--- src/rtl/cfg_lut_ring.sv ---
module cfg_lut_ring #(
  parameter int NCELL = 4,
  parameter int SELW  = 4,
  parameter int DW    = 8,
  localparam int NSRC = 1 << SELW,
  localparam int NPIN = NSRC - NCELL,
  localparam int CW   = $clog2(NCELL),
  localparam int AW   = CW + 2
) (
  input  logic            clk,
  input  logic            rst_n,
  input  logic            wr_en,
  input  logic [AW-1:0]   wr_addr,
  input  logic [DW-1:0]   wr_data,
  input  logic [NPIN-1:0] pin_in,
  output logic [NCELL-1:0] cell_out,
  output logic            loop_flag
);

  logic [7:0]      fn   [NCELL];
  logic [SELW-1:0] asel [NCELL];
  logic [SELW-1:0] bsel [NCELL];
  logic [1:0]      cks  [NCELL];
  logic [NCELL-1:0] byp;

  logic [NCELL-1:0] q, sp, lut, a_val, c_val, src, cap;

  always_ff @(posedge clk or negedge rst_n) begin
    if (!rst_n) begin
      byp <= '0;
      for (int i = 0; i < NCELL; i++) begin
        fn[i]   <= '0;
        asel[i] <= '0;
        bsel[i] <= '0;
        cks[i]  <= '0;
      end
    end else if (wr_en) begin
      for (int i = 0; i < NCELL; i++) begin
        if (wr_addr[AW-1:2] == CW'(i)) begin
          case (wr_addr[1:0])
            2'd0: fn[i]   <= wr_data[7:0];
            2'd1: asel[i] <= wr_data[SELW-1:0];
            2'd2: bsel[i] <= wr_data[SELW-1:0];
            default: begin
              byp[i] <= wr_data[0];
              cks[i] <= wr_data[2:1];
            end
          endcase
        end
      end
    end
  end

  // Jacobi passes from an all-zero guess; one extra pass tests for settling.
  always_comb begin
    logic [NCELL-1:0] l_cur, l_nxt, o_cur;
    logic [NSRC-1:0]  sv;
    l_cur = '0;
    l_nxt = '0;
    a_val = '0;
    for (int p = 0; p <= NCELL; p++) begin
      o_cur = (byp & l_cur) | (~byp & q);
      sv = {o_cur, pin_in};
      for (int i = 0; i < NCELL; i++) begin
        a_val[i] = sv[asel[i]];
        l_nxt[i] = fn[i][{sv[asel[i]], sv[bsel[i]], l_cur[(i + NCELL - 1) % NCELL]}];
      end
      if (p < NCELL) l_cur = l_nxt;
    end
    lut = l_cur;
    loop_flag = |(l_nxt ^ l_cur);
  end

  always_comb begin
    for (int i = 0; i < NCELL; i++) begin
      c_val[i] = lut[(i + NCELL - 1) % NCELL];
      case (cks[i])
        2'd0:    begin src[i] = 1'b1;     cap[i] = 1'b1; end
        2'd1:    begin src[i] = a_val[i]; cap[i] = a_val[i] & ~sp[i]; end
        2'd2:    begin src[i] = c_val[i]; cap[i] = c_val[i] & ~sp[i]; end
        default: begin src[i] = 1'b0;     cap[i] = 1'b0; end
      endcase
    end
  end

  always_ff @(posedge clk or negedge rst_n) begin
    if (!rst_n) begin
      q  <= '0;
      sp <= '0;
    end else begin
      sp <= src;
      for (int i = 0; i < NCELL; i++)
        if (cap[i]) q[i] <= lut[i];
    end
  end

  assign cell_out = (byp & lut) | (~byp & q);

  AST_RESET_CLEARS: assert property (@(posedge clk) !rst_n |=> (q == '0))
    else $error("reset left flops set");

  for (genvar g = 0; g < NCELL; g++) begin : g_chk
    AST_PASS_PIN_A: assert property (@(posedge clk) disable iff (!rst_n)
      (byp[g] && fn[g] == 8'hF0 && asel[g] < SELW'(NPIN) && !loop_flag) |-> (cell_out[g] == pin_in[asel[g]]))
      else $error("A pass-through mismatch");
    AST_FN_WRITE_NEXT: assert property (@(posedge clk) disable iff (!rst_n)
      (wr_en && wr_addr == AW'({g, 2'b00})) |=> (fn[g] == $past(wr_data[7:0])))
      else $error("function write not applied");
    AST_SYS_CAPTURE: assert property (@(posedge clk) disable iff (!rst_n)
      (cks[g] == 2'd0) |=> (q[g] == $past(lut[g])))
      else $error("system clock capture missed");
    AST_HOLD_STABLE: assert property (@(posedge clk) disable iff (!rst_n)
      (cks[g] == 2'd3) |=> $stable(q[g]))
      else $error("held flop changed");
  end

endmodule

--- config.mk ---
export PLATFORM = sky130hd
export DESIGN_NAME = cfg_lut_ring
export DESIGN_NICKNAME = d
export VERILOG_FILES = /design/src/rtl/cfg_lut_ring.sv
export SDC_FILE = /design/constraint.sdc
export NUM_CORES = 1
export LEC_CHECK = 0
export ABC_AREA = 1
export BUFFER_PORTS_ARGS = -buffer_cell sky130_fd_sc_hd__buf_2
export CORE_ASPECT_RATIO = 1.75
export CORE_MARGIN = 2
export CORE_UTILIZATION = 30
export CTS_CLUSTER_DIAMETER = 120
export DETAILED_ROUTE_END_ITERATION = 10
export MAX_ROUTING_LAYER = met4
export SYNTH_ARGS = -nofsm -noshare
export SYNTH_HDL_FRONTEND = slang
export SYNTH_SLANG_ARGS = --single-unit
--- constraint.sdc ---
create_clock -name clk -period 12.06 [get_ports clk]
set_input_delay 0.603 -clock clk [delete_from_list [all_inputs] [get_ports clk]]
set_output_delay 0.603 -clock clk [all_outputs]
set_load 0.01 [all_outputs]
==> results_dict.tcl, run 1 <==
set metrics [dict create \
    outcome "completed" \
    fin_crit_sh_pct 65.08 \
    htreeDepth 3 \
    io_buffers 31 \
    syn_area_um2 8411 \
    worstSetupStartpointType "flop" \
    rr_worst_depth 45 \
    setup_tns_ns 0 \
    overflow 0 \
    cts_setup_buffers 0 \
    cap_viol_max_count 0 \
    synth_top_family_by_area "simple AND/OR/NAND/NOR gates" \
    start_util_pct 30.29 \
    layout_commonest_cell "nand2_1" \
    via_per_inst 5.278 \
    cts-buffers-inserted 9 \
    clk_latency_ns 0.38 \
    path_max_fanout 19 \
    placementRows 81 \
    cp.arrival_ns 7.25 \
    vias 9406 \
    cp_slowest_cell "dfrtp_1" \
    critPathMaxStageDelay_ns 0.76 \
    die-height_um 225.5 \
    drv_slew 0 \
    synth_area_per_cell_um2 5.902 \
    first_iter_violations 905 \
    synth_compound_area_share_pct 11.89 \
    p_total_uw 2121 \
    syn_nets 1468 \
    syn-instance-count 1425 \
    max-slew-margin-rel_pct 39.71 \
    pwr_density_cell_nw_per_um2 236.5 \
    max-vdd-ir-drop_v 0.00008262 \
    synthFlopType "dfrtp_1" \
    ys_types 26 \
    yosysTopAreaCell "dfrtp_1" \
    area.growth.synth_to_final_pct 6.635 \
    period_minus_slack_ns 7.849 \
    dieArea_um2 29440 \
    yosys.area_share.simple_pct 49.00 \
    clock_skew_ns 0.01622 \
    setup_violations 0 \
    synth_fa_ha_area_share_pct 2.380 \
    regArea_um2 2102 \
    p_leak_uw 0.004671 \
    layout_common_cells "513 x nand2_1, 300 x nand3_1, 147 x o21ai_0, 143 x inv_1, 84 x dfrtp_1" \
    seq_area_frac_synth_pct 24.99 \
    cts_sinks 84 \
    drive_gt1_share_pct 8.091 \
    reg2reg_slack_ns 5.37 \
    ys_warn_count 0 \
    core_area_um2 27770 \
    wl_per_cell_um 18.68 \
    path_clk_slew_ns 0.08 \
    die_x_um 130.6 \
    hold_buffers 0 \
    fmax_mhz 127.4 \
    grt_pass1_wl_mm 51.10 \
    synth-seq-cells 84 \
    gp_congestion 0.9918 \
    antenna_cells 0 \
    postCtsResizedCells 0 \
    cts_tree "built" \
    grt_pass1_vias 8716 \
    crit_path_end_kind "primary output" \
    rsz0062_at_grt "false" \
    drt_wl_total_mm 33.29 \
    required_ns 11.46 \
    cts-root-buf "clkbuf_16" \
    yosysTopAreaCellShare_pct 24.99 \
    multiInputGateArea_um2 5381 \
    crit_type "reg -> out" \
    synthTopCellsByArea "dfrtp_1 25%, nand2_1 23%, nand3_1 18%" \
    synth_xor_area_share_pct 0 \
    antenna_found_initial 0 \
    synth_edf_count 0 \
    route.detailed.drc 0 \
    antenna_left 0 \
    worst-slew-pin-transition_ns 0.9044 \
    firstDrtPassIters 9 \
    hold_class "in -> async" \
    io_pins 32 \
    reg2reg_to "q[0]$_DFFE_PN0P_" \
    rr_startpoint "asel[8]$_DFFE_PN0P_" \
    grt_util_all_layers_pct 23.88 \
    final_nets 1447 \
    cts_buffer_depth 2 \
    place_hpwl_mm 25.25 \
    muxShareOfSynthArea_pct 0.7141 \
    hold_viol 0 \
    grt_max_degree 64 \
    synth-async-reset-ratio_pct 100.0 \
    fillers 3168 \
]
[flip-flops by register name, summed over array words and instances, names as in the netlist]
name and count:
asel 16, bsel 16, byp 4, cks 8, fn 32, q 4, sp 4
[kinds of logic (layout without fill, tap and decap cells)]
group	count (synthesis)	count (layout)
AND/OR/NAND/NOR	903	903
buffers and inverters	218	202
AO/OA/AOI/OAI	198	198
flip-flops	84	84
adder cells (fa/ha/maj)	16	16
multiplexers	6	6
[worst max-delay path by stage]
| stage | from | to | cells past startpoint |
|---|---|---|---|
| after floorplan | pin_in[7] | loop_flag | 50 |
| after global placement | asel[8]$_DFFE_PN0P_ | loop_flag | 48 |
| after detailed placement | asel[8]$_DFFE_PN0P_ | loop_flag | 48 |
| after CTS | asel[8]$_DFFE_PN0P_ | loop_flag | 48 |
| after global routing | asel[8]$_DFFE_PN0P_ | loop_flag | 48 |
| final | asel[8]$_DFFE_PN0P_ | loop_flag | 48 |
[cell usage after synthesis, types with 3 or more instances]
master,n
nand2_1,513
nand3_1,300
o21ai_0,147
inv_1,143
dfrtp_1,84
nand3_2,36
a21oi_1,35
buf_2,27
nor2_1,21
clkbuf_1,17
buf_4,16
ha_1,16
nand2_2,16
o21ai_1,13
nand3b_1,10
inv_2,9
mux2i_1,6
nand3_4,3
[critical path: cells and delay by family (launching register included)]
kind            cells  cell delay [ns]
compound gates      1             0.22
buf+inv             5             0.92
flops               1             0.76
simple gates       42             4.98
[power by group]
part	switching, uW	leakage, uW	internal [uW]
registers	128	0.00105	347
logic	943	0.00349	426
clock network	137	0.000128	140
total	1210	0.00467	913
[area by class of cell]
type,count,share of cell area (%)
timing repair buffer,32,1.842
multi-input combinational,1123,60.00
tap,373,5.204
clock buffer,9,2.511
clock inverter,7,0.5580
inverter,154,6.445
sequential,84,23.44
[metrics by stage]
step	cell area, um2	utilization, %	hold WS, ns	instances	setup WS, ns
floorplan	8411	-	0.3074	1425	7.016
global placement	8693	31.31	0.4682	1766	4.670
detailed placement	8693	31.31	0.4760	1766	4.723
CTS	8969	32.30	0.09460	1782	4.271
global route	8969	32.30	0.1262	1782	3.399
finish	8969	32.30	0.1005	1782	4.211
[per-layer routing]
layer	routed length, um	vias up	part of all wire [%]	GRT usage, %
met5	0	-	0	-
met4	2708	0	8.1	17.06
met2	16340	372	49	39.80
met3	1766	125	5.3	3.158
li1	-	4609	-	-
met1	12480	4300	37	25.70
Power figures use the tool's default switching activity.
==> run 2: changes to the inputs <==
Clock period 12.06 ns to 6.39 ns, I/O delays scaled along.
==> results_dict.tcl, run 2 (synthesis gave the netlist of run 1 again) <==
set metrics [dict create \
    outcome "completed" \
    core_area_um2 27770 \
    setup_violations 0 \
    worstSetupStartpointType "flop" \
    holdPathStages 3 \
    die-height_um 225.5 \
    placementRows 81 \
    comb_power_share_pct 74.2 \
    drt_wl_total_mm 37.05 \
    place_hpwl_mm 27.44 \
    swShare_pct 53.50 \
    critPathMaxStageDelay_ns 0.45 \
    dpl_cell_area_um2 9737 \
    io_buffers 31 \
    cap_viol_max_count 0 \
    rsz0062_at_grt "true" \
    cp.arrival_ns 6.01 \
    max-slew-margin-rel_pct 39.96 \
    cts-root-buf "clkbuf_16" \
    fmax_mhz 158.0 \
    cts-buffers-inserted 9 \
    route.detailed.drc 0 \
    dieArea_um2 29440 \
    layout_common_cells "429 x nand2_1, 223 x nand3_1, 139 x o21ai_0, 130 x inv_1, 129 x buf_4" \
    via_per_inst 5.329 \
    switching_power_uw 2797 \
    cts_buffer_depth 2 \
    die_x_um 130.6 \
    p_seq_share_pct 16.0 \
    max-vdd-ir-drop_v 0.0001998 \
    largest_reg_flops 32 \
    grt_pass1_wl_mm 53.56 \
    hold_class "in -> reg" \
    p_leak_uw 0.005698 \
    clock_skew_ns 0.01314 \
    reg_top3 "fn x32, asel x16, bsel x16" \
    crit_type "reg -> out" \
    cts_sinks 84 \
    clk_latency_ns 0.38 \
    drv_slew 0 \
    antenna_found_initial 0 \
    vias 10340 \
    htreeDepth 3 \
    gp_congestion 1.028 \
    path_common_cell "nand2_2" \
    final_nets 1607 \
    hold_viol 0 \
    pwr_density_cell_nw_per_um2 463.1 \
    io_pins 32 \
    first_iter_violations 998 \
    worst-slew-pin-transition_ns 0.8973 \
    rr_worst_depth 49 \
    overflow 0 \
    period_minus_slack_ns 6.329 \
    top_usage_layer "met2" \
    crit_path_end_kind "primary output" \
    intPower_uw 2431 \
    antenna_cells 0 \
    p_total_uw 5229 \
    wl_per_cell_um 19.09 \
    crit_family "simple AND/OR/NAND/NOR gates" \
    fin_crit_sh_pct 99.04 \
    path_clk_slew_ns 0.07 \
    layout_commonest_cell "nand2_1" \
    gr-usage-met2_pct 42.88 \
    utilization_pct 40.66 \
    fin_area_um2 11290 \
    start_util_pct 30.29 \
    cts_tree "built" \
    gr-usage-met3_pct 2.944 \
    grt_use_met1_pct 26.24 \
    clkPwrFrac_pct 9.7 \
    firstDrtPassIters 6 \
    required_ns 6.07 \
    hold-worst-slack_ns 0.2683 \
    max_flop_register "fn" \
    grt_util_all_layers_pct 25.09 \
    drive_gt1_share_pct 29.46 \
    path_max_fanout 8 \
    critPathBufInv 6 \
    area.growth.synth_to_final_pct 34.25 \
    crit_cells 52 \
    antenna_left 0 \
    grt_pass1_vias 9402 \
    cp_slowest_cell "dfrtp_2" \
    grt_max_degree 61 \
]
run 2: final cells by class:
cell class,instances,area [um2]
fill,2994,16480
clock inverter,4,27.53
timing repair buffer,190,1593
sequential,84,2112
tap,373,466.7
clock buffer,11,232.7
multi-input combinational,1125,6271
inverter,154,588.1
run 2: layer usage:
metal	routed length [um]	vias to the layer above
li1	-	4941
met1	13300	4832
met2	18970	398
met3	1681	172
met4	3098	0
met5	0	-
run 2: path summary, 6_finish.rpt:
path / startpoint / to / slack (ns)
setup / recovery: asel[4]$_DFFE_PN0P_ / loop_flag / 0.06
hold / removal: wr_data[0] / asel[8]$_DFFE_PN0P_ / 0.27
setup reg to reg: asel[4]$_DFFE_PN0P_ / q[3]$_DFFE_PN0P_ / 0.71
hold reg to reg: fn[15]$_DFFE_PN0P_ / fn[15]$_DFFE_PN0P_ / 0.49
max in group asynchronous: rst_n / asel[5]$_DFFE_PN0P_ / 4.75
min in group asynchronous: rst_n / asel[3]$_DFFE_PN0P_ / 0.41
run 2: worst min-delay path: stages:
cell     delay (ns)
buf_2          0.16
nand2_1        0.06
o21ai_0        0.06
run 2: power groups by stage:
stage          clock network [uW]  logic [uW]  registers [uW]
4_1_cts                       521        3200             819
3_5_place_dp                    0        3140             827
2_1_floorplan                   0        2040             751
3_3_place_gp                    0        3140             826
5_1_grt                       534        4210             858
6_report                      509        3880             839
run 2: what timing repair did:
item	4_1_cts	5_1_grt
setup buffers	1	31
gates cloned	0	3
setup endpoints to repair	1	1
hold buffers	1	0
hold endpoints to repair	24	0
gates resized for setup	12	246
pin swaps	1	116
run 2: metrics by stage:
step           instances  TNS [ns]  worst slack [ns]
2_1_floorplan       1425         0             1.849
3_3_place_gp        1890         0            0.1109
3_5_place_dp        1890         0            0.1741
4_1_cts             1907         0          0.005548
5_1_grt             1941   -0.2770           -0.2770
6_report            1941         0           0.06128
==> run 3: changes to the inputs <==
Settings changed: CORE_ASPECT_RATIO 1.75 to not set, RECOVER_POWER set to 50.
==> results_dict.tcl, run 3 (synthesis gave the netlist of run 1 again) <==
set metrics [dict create \
    utilization_pct 39.96 \
    firstDrtPassIters 8 \
    clock_skew_ns 0.01322 \
    max-vdd-ir-drop_v 0.0001271 \
    period_minus_slack_ns 6.315 \
    rr_worst_depth 51 \
    cts-root-buf "clkbuf_16" \
    drv_slew 28 \
    worstSetupStartpointType "flop" \
    grt_pass1_vias 8965 \
    area.growth.synth_to_final_pct 31.63 \
    gp_congestion 0.9621 \
    io_buffers 31 \
    critPathMaxStageDelay_ns 0.45 \
    drt_wl_total_mm 35.07 \
    gr-usage-met3_pct 3.889 \
    path_common_cell "nand2_1" \
    die-height_um 171.4 \
    placementRows 61 \
    grt_pass1_wl_mm 51.27 \
    wl_per_cell_um 17.95 \
    antenna_cells 0 \
    vias 10180 \
    htreeDepth 3 \
    grt_max_degree 59 \
    top_usage_layer "met2" \
    required_ns 6.07 \
    reg_top3 "fn x32, asel x16, bsel x16" \
    gr-usage-met2_pct 35.73 \
    pwr_density_cell_nw_per_um2 458.2 \
    cts-buffers-inserted 9 \
    layout_commonest_cell "nand2_1" \
    crit_path_end_kind "primary output" \
    fin_crit_sh_pct 98.83 \
    cts_buffer_depth 2 \
    antenna_found_initial 0 \
    holdPathStages 3 \
    grt_util_all_layers_pct 23.66 \
    drive_gt1_share_pct 25.51 \
    setup_tns_ns 0 \
    cp_slowest_cell "dfrtp_2" \
    start_util_pct 30.36 \
    hold_viol 0 \
    hold_class "in -> reg" \
    via_per_inst 5.208 \
    dieArea_um2 29390 \
    p_leak_uw 0.005624 \
    layout_common_cells "460 x nand2_1, 259 x nand3_1, 138 x o21ai_0, 135 x buf_4, 130 x inv_1" \
    cts_sinks 84 \
    rsz0062_at_grt "true" \
    worst-slew-pin-transition_ns 1.688 \
    first_iter_violations 1100 \
    cts_tree "built" \
    largest_reg_flops 32 \
    cap_viol_max_count 1 \
    antenna_left 0 \
    overflow 0 \
    violations "max-capacitance violations, max-slew violations" \
    die_x_um 171.4 \
    crit_type "reg -> out" \
    fmax_mhz 158.3 \
    path_clk_slew_ns 0.08 \
    final_nets 1614 \
    max_flop_register "fn" \
    max-slew-margin-rel_pct -12.51 \
    grt_use_met1_pct 31.87 \
    clk_latency_ns 0.37 \
    setup_violations 0 \
    route.detailed.drc 0 \
    fillers 2960 \
    io_pins 32 \
    outcome "complete, but fails checks" \
    core_area_um2 27710 \
    place_hpwl_mm 25.52 \
    cp.arrival_ns 6.00 \
    path_max_fanout 8 \
]
[run 3: worst max-delay path: cells and delay by family (launching register included)]
| family | cells | cell delay [ns] |
|---|---|---|
| compound gates | 2 | 0.21 |
| buf+inv | 7 | 0.97 |
| flops | 1 | 0.45 |
| simple gates | 44 | 3.96 |
[run 3: path summary, 6_finish.rpt]
check	slack, ns	start	end
worst max-delay path	0.07	bsel[0]$_DFFE_PN0P_	loop_flag
max in group asynchronous	3.78	rst_n	bsel[8]$_DFFE_PN0P_
worst min-delay path	0.25	wr_data[1]	bsel[9]$_DFFE_PN0P_
min in group asynchronous	0.93	rst_n	cks[0]$_DFFE_PN0P_
worst max register to register	0.81	bsel[0]$_DFFE_PN0P_	q[2]$_DFFE_PN0P_
worst min register to register	0.49	fn[3]$_DFFE_PN0P_	fn[3]$_DFFE_PN0P_
[run 3: area by class of cell]
type                            instances  area, um2  share of cell area [%]
Sequential cell                        84       2110                   19.06
Timing Repair inverter                  1      7.507                 0.06781
Inverter                              154      584.3                   5.278
Multi-Input combinational cell       1126       6047                   54.62
Tap cell                              378      473.0                   4.272
Timing Repair Buffer                  195       1567                   14.15
Clock inverter                          6      53.80                  0.4860
Clock buffer                           10      229.0                   2.068
[run 3: stage by stage]
step           total power [uW]  instance area, um2  cells  hold slack, ns  setup WS [ns]
2_1_floorplan              2790                8411   1425         0.02391          1.849
3_3_place_gp               3844                9713   1896          0.2673        0.01012
3_5_place_dp               3866                9713   1896          0.2765        0.07571
4_1_cts                    4490               10100   1915          0.2503       0.005571
5_1_grt                    5442               11070   1954          0.2577        -0.2774
6_report                   5072               11070   1954          0.2498        0.07485
[run 3: where the power goes]
part / total (uW) / internal (uW) / switching [uW]
combinational: 3680 / 1420 / 2270
clock: 555 / 273 / 282
sequential: 834 / 658 / 177
[run 3: repair_timing]
item / CTS / global route
hold endpoints to repair: 26 / 0
cloned: 1 / 6
hold buffers: 1 / 0
endpoints found under the setup margin: 1 / 1
buffers inserted: 1 / 33
resized for setup: 14 / 181
pin swaps: 3 / 65
[run 3: layer usage]
layer / vias up / part of all wire [%]
li1: 4960 / -
met1: 4689 / 45
met2: 439 / 44
met3: 88 / 7.2
met4: 0 / 3.6
met5: - / 0
